### src/rtl/adapter_irq_pkg.sv
package adapter_irq_pkg;
    localparam int unsigned SEL_ECR   = 0;
    localparam int unsigned SEL_STAT  = 1;
    localparam int unsigned SEL_FAR   = 2;
    localparam int unsigned SEL_AVEC  = 3;
    localparam int unsigned SEL_DVEC0 = 4;
endpackage

### src/rtl/irq_err_ctl.sv
module irq_err_ctl #(
    parameter int NLEV  = 4,
    localparam int ECR_W = NLEV + 5
) (
    input  logic             clk,
    input  logic             rst_n,
    input  logic             ecr_wr,
    input  logic [ECR_W-1:0] wr_data,
    input  logic             hard_err_i,
    input  logic             soft_err_i,
    input  logic             adp_err_i,
    input  logic             adp_grant_i,
    output logic [NLEV-1:0]  lvl_o,
    output logic             adp_active_o,
    output logic [ECR_W-1:0] ecr_o
);
    localparam int B_FRC  = NLEV;
    localparam int B_DONE = NLEV + 1;
    localparam int B_HEN  = NLEV + 2;
    localparam int B_SEN  = NLEV + 3;
    localparam int B_AEN  = NLEV + 4;

    typedef struct packed {
        logic [NLEV-1:0] lvl;
        logic            frc;
        logic            done;
        logic            hen;
        logic            sen;
        logic            aen;
    } ecr_t;

    ecr_t ecr_d, ecr_q;
    logic post_w;

    assign post_w = (hard_err_i & ecr_q.hen) | (soft_err_i & ecr_q.sen);

    always_comb begin
        ecr_d = ecr_q;
        if (ecr_wr) begin
            ecr_d.lvl = wr_data[NLEV-1:0];
            ecr_d.frc = wr_data[B_FRC];
            ecr_d.hen = wr_data[B_HEN];
            ecr_d.sen = wr_data[B_SEN];
            ecr_d.aen = wr_data[B_AEN];
            if (wr_data[B_DONE] || wr_data[B_FRC]) ecr_d.done = 1'b0;
        end
        if (adp_grant_i) ecr_d.done = 1'b1;
        if (adp_err_i && ecr_q.aen) ecr_d.frc = 1'b1;
        if (post_w) begin
            ecr_d.frc  = 1'b1;
            ecr_d.done = 1'b0;
        end
    end

    always_ff @(posedge clk) begin
        if (!rst_n) ecr_q <= '0;
        else        ecr_q <= ecr_d;
    end

    assign lvl_o        = ecr_q.lvl;
    assign adp_active_o = ecr_q.frc & ~ecr_q.done;

    always_comb begin
        ecr_o              = '0;
        ecr_o[NLEV-1:0]    = ecr_q.lvl;
        ecr_o[B_FRC]       = ecr_q.frc;
        ecr_o[B_DONE]      = ecr_q.done;
        ecr_o[B_HEN]       = ecr_q.hen;
        ecr_o[B_SEN]       = ecr_q.sen;
        ecr_o[B_AEN]       = ecr_q.aen;
    end

    AST_GRANT_COMPLETES: assert property (@(posedge clk) disable iff (!rst_n)
        adp_grant_i && !post_w |=> ecr_q.done);

    AST_FORCE_GATED: assert property (@(posedge clk) disable iff (!rst_n)
        !ecr_wr && !(hard_err_i && ecr_q.hen) && !(soft_err_i && ecr_q.sen)
        && !(adp_err_i && ecr_q.aen) |=> $stable(ecr_q.frc));

    AST_SELF_NO_REARM: assert property (@(posedge clk) disable iff (!rst_n)
        adp_err_i && ecr_q.done && !post_w && !ecr_wr |=> ecr_q.done);
endmodule

### src/rtl/irq_fail_rec.sv
module irq_fail_rec #(
    parameter int ADDR_W = 30
) (
    input  logic              clk,
    input  logic              rst_n,
    input  logic              fail_i,
    input  logic [ADDR_W-1:0] fail_addr_i,
    input  logic              clr_i,
    output logic              flag_o,
    output logic [ADDR_W-1:0] far_o
);
    typedef struct packed {
        logic              flag;
        logic [ADDR_W-1:0] far;
    } rec_t;

    rec_t rec_d, rec_q;

    always_comb begin
        rec_d = rec_q;
        if (clr_i) rec_d.flag = 1'b0;
        if (fail_i && !rec_d.flag) begin
            rec_d.flag = 1'b1;
            rec_d.far  = fail_addr_i;
        end
    end

    always_ff @(posedge clk) begin
        if (!rst_n) rec_q <= '0;
        else        rec_q <= rec_d;
    end

    assign flag_o = rec_q.flag;
    assign far_o  = rec_q.far;

    AST_FAIL_FLAGS: assert property (@(posedge clk) disable iff (!rst_n)
        fail_i |=> rec_q.flag);

    AST_FAR_FIRST: assert property (@(posedge clk) disable iff (!rst_n)
        rec_q.flag && !clr_i |=> $stable(rec_q.far));
endmodule

### src/rtl/irq_level_arb.sv
module irq_level_arb
    import adapter_irq_pkg::*;
#(
    parameter int NLEV  = 4,
    parameter int VEC_W = 9,
    parameter int SEL_W = 3,
    localparam int LVL_W = (NLEV > 1) ? $clog2(NLEV) : 1
) (
    input  logic                       clk,
    input  logic                       rst_n,
    input  logic                       wr_en,
    input  logic [SEL_W-1:0]           wr_sel,
    input  logic [VEC_W-1:0]           wr_vec,
    input  logic [NLEV-1:0]            dev_req_i,
    input  logic [NLEV-1:0]            adp_lvl_i,
    input  logic                       adp_active_i,
    input  logic                       ack_i,
    input  logic [LVL_W-1:0]           ack_lvl_i,
    output logic [NLEV-1:0]            irq_o,
    output logic                       adp_grant_o,
    output logic                       vec_valid_o,
    output logic [VEC_W-1:0]           vec_o,
    output logic                       vec_adp_o,
    output logic [NLEV-1:0]            dev_grant_o,
    output logic [VEC_W-1:0]           adp_vec_o,
    output logic [NLEV-1:0][VEC_W-1:0] dev_vec_o
);
    typedef struct packed {
        logic                       vec_valid;
        logic [VEC_W-1:0]           vec;
        logic                       vec_adp;
        logic [NLEV-1:0]            dev_grant;
        logic [VEC_W-1:0]           adp_vec;
        logic [NLEV-1:0][VEC_W-1:0] dev_vec;
    } arb_t;

    arb_t arb_d, arb_q;
    logic [NLEV-1:0] adp_req;
    logic lvl_ok, adp_hit, dev_hit;

    assign adp_req = {NLEV{adp_active_i}} & adp_lvl_i;
    assign lvl_ok  = (int'(ack_lvl_i) < NLEV);
    assign adp_hit = ack_i & lvl_ok & adp_req[ack_lvl_i];
    assign dev_hit = ack_i & lvl_ok & ~adp_req[ack_lvl_i] & dev_req_i[ack_lvl_i];

    for (genvar l = 0; l < NLEV; l++) begin : g_lvl
        assign irq_o[l] = adp_req[l] | dev_req_i[l];

        AST_DEV_NOT_MASKED: assert property (@(posedge clk) disable iff (!rst_n)
            dev_req_i[l] |-> irq_o[l]);
    end

    always_comb begin
        arb_d           = arb_q;
        arb_d.vec_valid = adp_hit | dev_hit;
        arb_d.vec_adp   = adp_hit;
        arb_d.vec       = '0;
        arb_d.dev_grant = '0;
        if (adp_hit) begin
            arb_d.vec = arb_q.adp_vec;
        end else if (dev_hit) begin
            arb_d.vec                  = arb_q.dev_vec[ack_lvl_i];
            arb_d.dev_grant[ack_lvl_i] = 1'b1;
        end
        if (wr_en && wr_sel == SEL_W'(SEL_AVEC)) arb_d.adp_vec = wr_vec;
        for (int l = 0; l < NLEV; l++) begin
            if (wr_en && wr_sel == SEL_W'(SEL_DVEC0 + l)) arb_d.dev_vec[l] = wr_vec;
        end
    end

    always_ff @(posedge clk) begin
        if (!rst_n) arb_q <= '0;
        else        arb_q <= arb_d;
    end

    assign adp_grant_o = adp_hit;
    assign vec_valid_o = arb_q.vec_valid;
    assign vec_o       = arb_q.vec;
    assign vec_adp_o   = arb_q.vec_adp;
    assign dev_grant_o = arb_q.dev_grant;
    assign adp_vec_o   = arb_q.adp_vec;
    assign dev_vec_o   = arb_q.dev_vec;

    AST_ONE_SOURCE: assert property (@(posedge clk) disable iff (!rst_n)
        $onehot0(arb_q.dev_grant) && !(arb_q.vec_adp && |arb_q.dev_grant));

    AST_ADP_FIRST: assert property (@(posedge clk) disable iff (!rst_n)
        ack_i && lvl_ok && adp_active_i && adp_lvl_i[ack_lvl_i]
        |=> vec_adp_o && dev_grant_o == '0);

    AST_NO_SPURIOUS: assert property (@(posedge clk) disable iff (!rst_n)
        !ack_i |=> !vec_valid_o);
endmodule

### src/rtl/adapter_irq_ctrl.sv
module adapter_irq_ctrl
    import adapter_irq_pkg::*;
#(
    parameter int NLEV   = 4,
    parameter int VEC_W  = 9,
    parameter int ADDR_W = 30,
    parameter int DATA_W = 32,
    localparam int SEL_W = $clog2(SEL_DVEC0 + NLEV),
    localparam int LVL_W = (NLEV > 1) ? $clog2(NLEV) : 1,
    localparam int ECR_W = NLEV + 5
) (
    input  logic              clk,
    input  logic              rst_n,
    input  logic              wr_en,
    input  logic [SEL_W-1:0]  wr_sel,
    input  logic [DATA_W-1:0] wr_data,
    input  logic [SEL_W-1:0]  rd_sel,
    output logic [DATA_W-1:0] rd_data,
    input  logic              hard_err_i,
    input  logic              soft_err_i,
    input  logic              adp_err_i,
    input  logic              xfer_fail_i,
    input  logic [ADDR_W-1:0] xfer_fail_addr_i,
    input  logic [NLEV-1:0]   dev_req_i,
    output logic [NLEV-1:0]   irq_o,
    input  logic              ack_i,
    input  logic [LVL_W-1:0]  ack_lvl_i,
    output logic              vec_valid_o,
    output logic [VEC_W-1:0]  vec_o,
    output logic              vec_adp_o,
    output logic [NLEV-1:0]   dev_grant_o
);
    logic                       ecr_wr, stat_clr, adp_active, adp_grant, fail_flag;
    logic [NLEV-1:0]            adp_lvl;
    logic [ECR_W-1:0]           ecr;
    logic [ADDR_W-1:0]          far;
    logic [VEC_W-1:0]           adp_vec;
    logic [NLEV-1:0][VEC_W-1:0] dev_vec;

    assign ecr_wr   = wr_en && wr_sel == SEL_W'(SEL_ECR);
    assign stat_clr = wr_en && wr_sel == SEL_W'(SEL_STAT) && wr_data[0];

    irq_err_ctl #(.NLEV(NLEV)) u_err (
        .clk, .rst_n, .ecr_wr,
        .wr_data     (wr_data[ECR_W-1:0]),
        .hard_err_i, .soft_err_i, .adp_err_i,
        .adp_grant_i (adp_grant),
        .lvl_o       (adp_lvl),
        .adp_active_o(adp_active),
        .ecr_o       (ecr)
    );

    irq_fail_rec #(.ADDR_W(ADDR_W)) u_fail (
        .clk, .rst_n,
        .fail_i      (xfer_fail_i),
        .fail_addr_i (xfer_fail_addr_i),
        .clr_i       (stat_clr),
        .flag_o      (fail_flag),
        .far_o       (far)
    );

    irq_level_arb #(.NLEV(NLEV), .VEC_W(VEC_W), .SEL_W(SEL_W)) u_arb (
        .clk, .rst_n, .wr_en, .wr_sel,
        .wr_vec      (wr_data[VEC_W-1:0]),
        .dev_req_i,
        .adp_lvl_i   (adp_lvl),
        .adp_active_i(adp_active),
        .ack_i, .ack_lvl_i, .irq_o,
        .adp_grant_o (adp_grant),
        .vec_valid_o, .vec_o, .vec_adp_o, .dev_grant_o,
        .adp_vec_o   (adp_vec),
        .dev_vec_o   (dev_vec)
    );

    always_comb begin
        rd_data = '0;
        if (rd_sel == SEL_W'(SEL_ECR))       rd_data[ECR_W-1:0]  = ecr;
        else if (rd_sel == SEL_W'(SEL_STAT)) rd_data[0]          = fail_flag;
        else if (rd_sel == SEL_W'(SEL_FAR))  rd_data[ADDR_W-1:0] = far;
        else if (rd_sel == SEL_W'(SEL_AVEC)) rd_data[VEC_W-1:0]  = adp_vec;
        else begin
            for (int l = 0; l < NLEV; l++) begin
                if (rd_sel == SEL_W'(SEL_DVEC0 + l)) rd_data[VEC_W-1:0] = dev_vec[l];
            end
        end
    end
endmodule

### config.mk
export PLATFORM = sky130hd
export DESIGN_NAME = adapter_irq_ctrl
export DESIGN_NICKNAME = d
export VERILOG_FILES = /design/src/rtl/adapter_irq_pkg.sv /design/src/rtl/irq_err_ctl.sv /design/src/rtl/irq_fail_rec.sv /design/src/rtl/irq_level_arb.sv /design/src/rtl/adapter_irq_ctrl.sv
export SDC_FILE = /design/constraint.sdc
export NUM_CORES = 1
export LEC_CHECK = 0
export BUFFER_PORTS_ARGS = -buffer_cell sky130_fd_sc_hd__buf_2
export CAP_MARGIN = 20
export CORE_UTILIZATION = 55
export CTS_CLUSTER_DIAMETER = 200
export CTS_CLUSTER_SIZE = 25
export DETAILED_ROUTE_END_ITERATION = 6
export PLACE_DENSITY = 0.9
export SETUP_SLACK_MARGIN = 0.1
export SLEW_MARGIN = 10
export SYNTH_ARGS = -nofsm -noshare
export SYNTH_HDL_FRONTEND = slang
export SYNTH_SLANG_ARGS = --single-unit
### constraint.sdc
create_clock -name clk -period 4.4 [get_ports clk]
set_clock_uncertainty 0.15 [all_clocks]
set_input_delay 0.22 -clock clk [delete_from_list [all_inputs] [get_ports clk]]
set_output_delay 0.22 -clock clk [all_outputs]
set_load 0.005 [all_outputs]
==> summary.md <==
| Metric | Value |
|---|---|
| Cell Pwr Density | 312 nW/um^2 |
| Worst hold endpoint | u_arb.dev_vec_o[24]$_SDFFE_PN0P_ |
| CP required | 4.03 ns |
| DRC errors left | 0 |
| Reg2Reg Depth | 4 |
| P&R area growth vs syn | 22.5% |
| # port buffers | 107 |
| # resized after CTS | 0 |
| CP arrival | 2.06 ns |
| Post-Route WL | 14.4 mm |
| Final period utilization | 55.3% |
| TritonCTS Buffers | 9 |
| Most frequent cells in the layout | nand2_1, buf_2, dfxtp_1, a21oi_1 |
| Reg2Reg Setup Slack | 2.32 ns |
| TritonCTS clock tree | yes |
| Reg clk slew, reported paths | 0.09 ns |
| Vias in the first global route | 4712 |
| Clock latency on the worst-skew pair | 0.37 ns |
| Worst min path class | in2reg |
| Critical register-to-register path startpoint | u_err.ecr_o[4]$_SDFFE_PN0P_ |
| Outcome | finished clean |
| Antenna violations before repair | 0 |
| TNS Setup | 0 ns |
| Row count | 33 |
| GR Util All Layers | 33.0% |
| Chip width | 94.7 um |
| Slowest stage delay, CP | 0.87 ns |
| Crit start category | input pin |
| RSZ-0062 raised after global routing | false |
| Maxcap violations | 0 |
| Post-detail-place hpwl | 8.65 mm |
| Full die area | 8980 um^2 |
| Share of cells above drive strength 1 | 22.7% |
| Critical path's slowest cell | nor2_2 |
| Drt pass-1 iters | 5 |
| Die extent in y | 94.7 um |
| Crit. End Element | primary output |
| GPL Wtd Cong | 0.875 |
| Worst-Margin Slew | 1.04 ns |
| Synthesized cell area | 4730 um^2 |
| Fin. max-slew vios | 0 |
| Antenna Nets Post-Route | 0 |
| Mean Syn Cell Area | 8.34 um^2 |
| Crit-path most repeated cell | buf_2 |
| Crit-path max FO | 28 |
| Largest net degree at the start of global routing | 55 |
| Antenna cell count | 0 |
| H-tree lvl count | 3 |
| Routed vias | 4816 |
| Critical path cell sequence | buf_2 -> nor2_2 -> a22o_1 -> a22oi_1 -> nand2_1 -> buf_2 |
| # IOs | 133 |
| First-pass GRT wire length | 22.5 mm |
| Sequential area share after synthesis | 42.3% |
| Final Hold Vio Count | 0 |
| Routed vias/inst | 6.09 |
| Reg-to-Reg End | u_arb.vec_o[8]$_SDFF_PN0_ |
| Util after Layout | 70.2% |
| Wirelength per Cell | 18.2 um |
| Crit Path Class | in2out |
| Root Buffer Master | clkbuf_8 |
| Synthesized instance count | 567 |
| GRT overflow | 0 |
| Min-delay src | wr_data[6] |
| Clk sinks | 100 |
| Nets | 763 |
| VDD IR max | 0.172 mV |
| Commonest non-fill, non-tap cell in the layout | nand2_1 |
| Max Buffers Root-to-Sink | 2 |
| Synth warn | 0 |
| Fmax | 0.411 GHz |
| Leak | 2.48 nW |
| #FFs+latches synth | 100 |
| Worst hold stages | 3 |
| Core ar. | 8260 um^2 |
| Initial detailed-routing violation count | 461 |
| Post-layout minimum cycle time | 2.43 ns |
| Netlist cell types | 41 |
| Setup-failing EPs final | 0 |
| Slew headroom | 29.9% |
| Initial Utilization | 57.3% |
| Critical path origin | rd_sel[2] |
cell families after synthesis:
kind of cell / share of synthesized area [%]
buffers and inverters: 4.92
flip-flops: 42.3
other: 0.0793
AND/OR/NAND/NOR: 24.3
AO/OA/AOI/OAI: 12.5
multiplexers: 15.9
per-stage QoR:
step | instance area, um^2 | hold WS (ns) | power (W) | worst slack [ns] | cells
detailed placement | 5200 | 0.299 | 0.00118 | 2.10 | 737
floorplan | 4730 | 0.191 | 0.00111 | 2.74 | 568
CTS | 5770 | 0.000420 | 0.00179 | 2.12 | 789
finish | 5800 | 0.00542 | 0.00181 | 1.97 | 791
global route | 5800 | 0.00345 | 0.00187 | 1.94 | 791
global placement | 5200 | 0.288 | 0.00117 | 2.11 | 737
sequential cells by signal, summed over array words and instances, names as in the netlist:
name               flops
u_fail.far_o          30
u_err.ecr_o            5
u_arb.adp_vec_o        9
u_arb.vec_valid_o      1
u_fail.flag_o          1
u_arb.vec_adp_o        1
u_arb.dev_vec_o       36
u_arb.vec_o            9
u_err.lvl_o            4
u_arb.dev_grant_o      4
cells in the mapped netlist:
| cell | instances | area share (%) |
|---|---|---|
| and3_1 | 23 | 3.0 |
| a31oi_1 | 1 | 0.13 |
| nor3b_1 | 1 | 0.16 |
| buf_6 | 2 | 0.48 |
| o2bb2ai_1 | 7 | 1.3 |
| nand4_1 | 1 | 0.13 |
| a32oi_1 | 1 | 0.19 |
| nor3b_2 | 1 | 0.26 |
| a22oi_1 | 8 | 1.3 |
| clkbuf_1 | 25 | 2.0 |
| nand2_2 | 2 | 0.26 |
| dfxtp_1 | 100 | 42 |
| buf_2 | 12 | 1.3 |
| nand2b_1 | 1 | 0.13 |
| o31a_1 | 1 | 0.19 |
| mux4_2 | 13 | 6.2 |
| nand3_1 | 6 | 0.63 |
| a21oi_1 | 55 | 5.8 |
| a41oi_1 | 1 | 0.19 |
| conb_1 | 1 | 0.079 |
| and2_1 | 1 | 0.13 |
| a21o_1 | 4 | 0.63 |
| mux2i_1 | 37 | 7.8 |
| a22o_1 | 7 | 1.3 |
| nor4b_2 | 1 | 0.32 |
| o21ai_0 | 4 | 0.42 |
| nor3_1 | 3 | 0.32 |
| inv_1 | 2 | 0.16 |
| nor2_1 | 8 | 0.63 |
| nand2_1 | 202 | 16 |
| nor3_2 | 1 | 0.21 |
| nand4b_1 | 1 | 0.19 |
| o22ai_1 | 8 | 1.1 |
| nor4_2 | 2 | 0.53 |
| inv_2 | 1 | 0.079 |
| nor2_2 | 1 | 0.13 |
| mux2_2 | 8 | 1.9 |
| nor2b_1 | 5 | 0.66 |
| nand3b_1 | 2 | 0.32 |
| nor4b_1 | 1 | 0.19 |
| buf_4 | 6 | 0.95 |
critical path: cells and delay by family:
family | cells | cell delay (ns)
compound gates | 2 | 0.41
buf+inv | 2 | 0.41
simple gates | 2 | 1.00
report_power, final:
group          leakage, nW  switching [W]  internal [W]
registers            0.813      0.0000190      0.000935
logic                 1.56       0.000138      0.000103
clock network        0.102       0.000320      0.000293
layer usage:
layer	vias up	GRT usage, %	wire (um)
met5	-	0	0
met4	0	21.2	886
met3	105	7.00	1290
met2	326	53.8	6830
met1	2223	39.4	5370
li1	2162	-	-
how the worst max path moves through the flow:
stage,endpoint
6_report,rd_data[4]
5_1_grt,rd_data[4]
4_1_cts,rd_data[3]
3_5_place_dp,u_arb.vec_o[8]$_SDFF_PN0_
3_3_place_gp,u_arb.vec_o[8]$_SDFF_PN0_
2_1_floorplan,rd_data[5]
timing repair:
action / CTS / global route
hold buffers: 36 / 1
setup buffers: 0 / 0
endpoints found under the hold margin: 43 / 1
endpoints found under the setup margin: 0 / 0
cell type report:
class | count | area, um^2
Multi-Input combinational cell | 420 | 2510
Inverter | 3 | 11.3
Clock inverter | 4 | 47.5
Fill cell | 603 | 2460
Tap cell | 105 | 131
Clock buffer | 12 | 155
Timing Repair Buffer | 147 | 941
Sequential cell | 100 | 2000
Power figures use the tool's default switching activity.
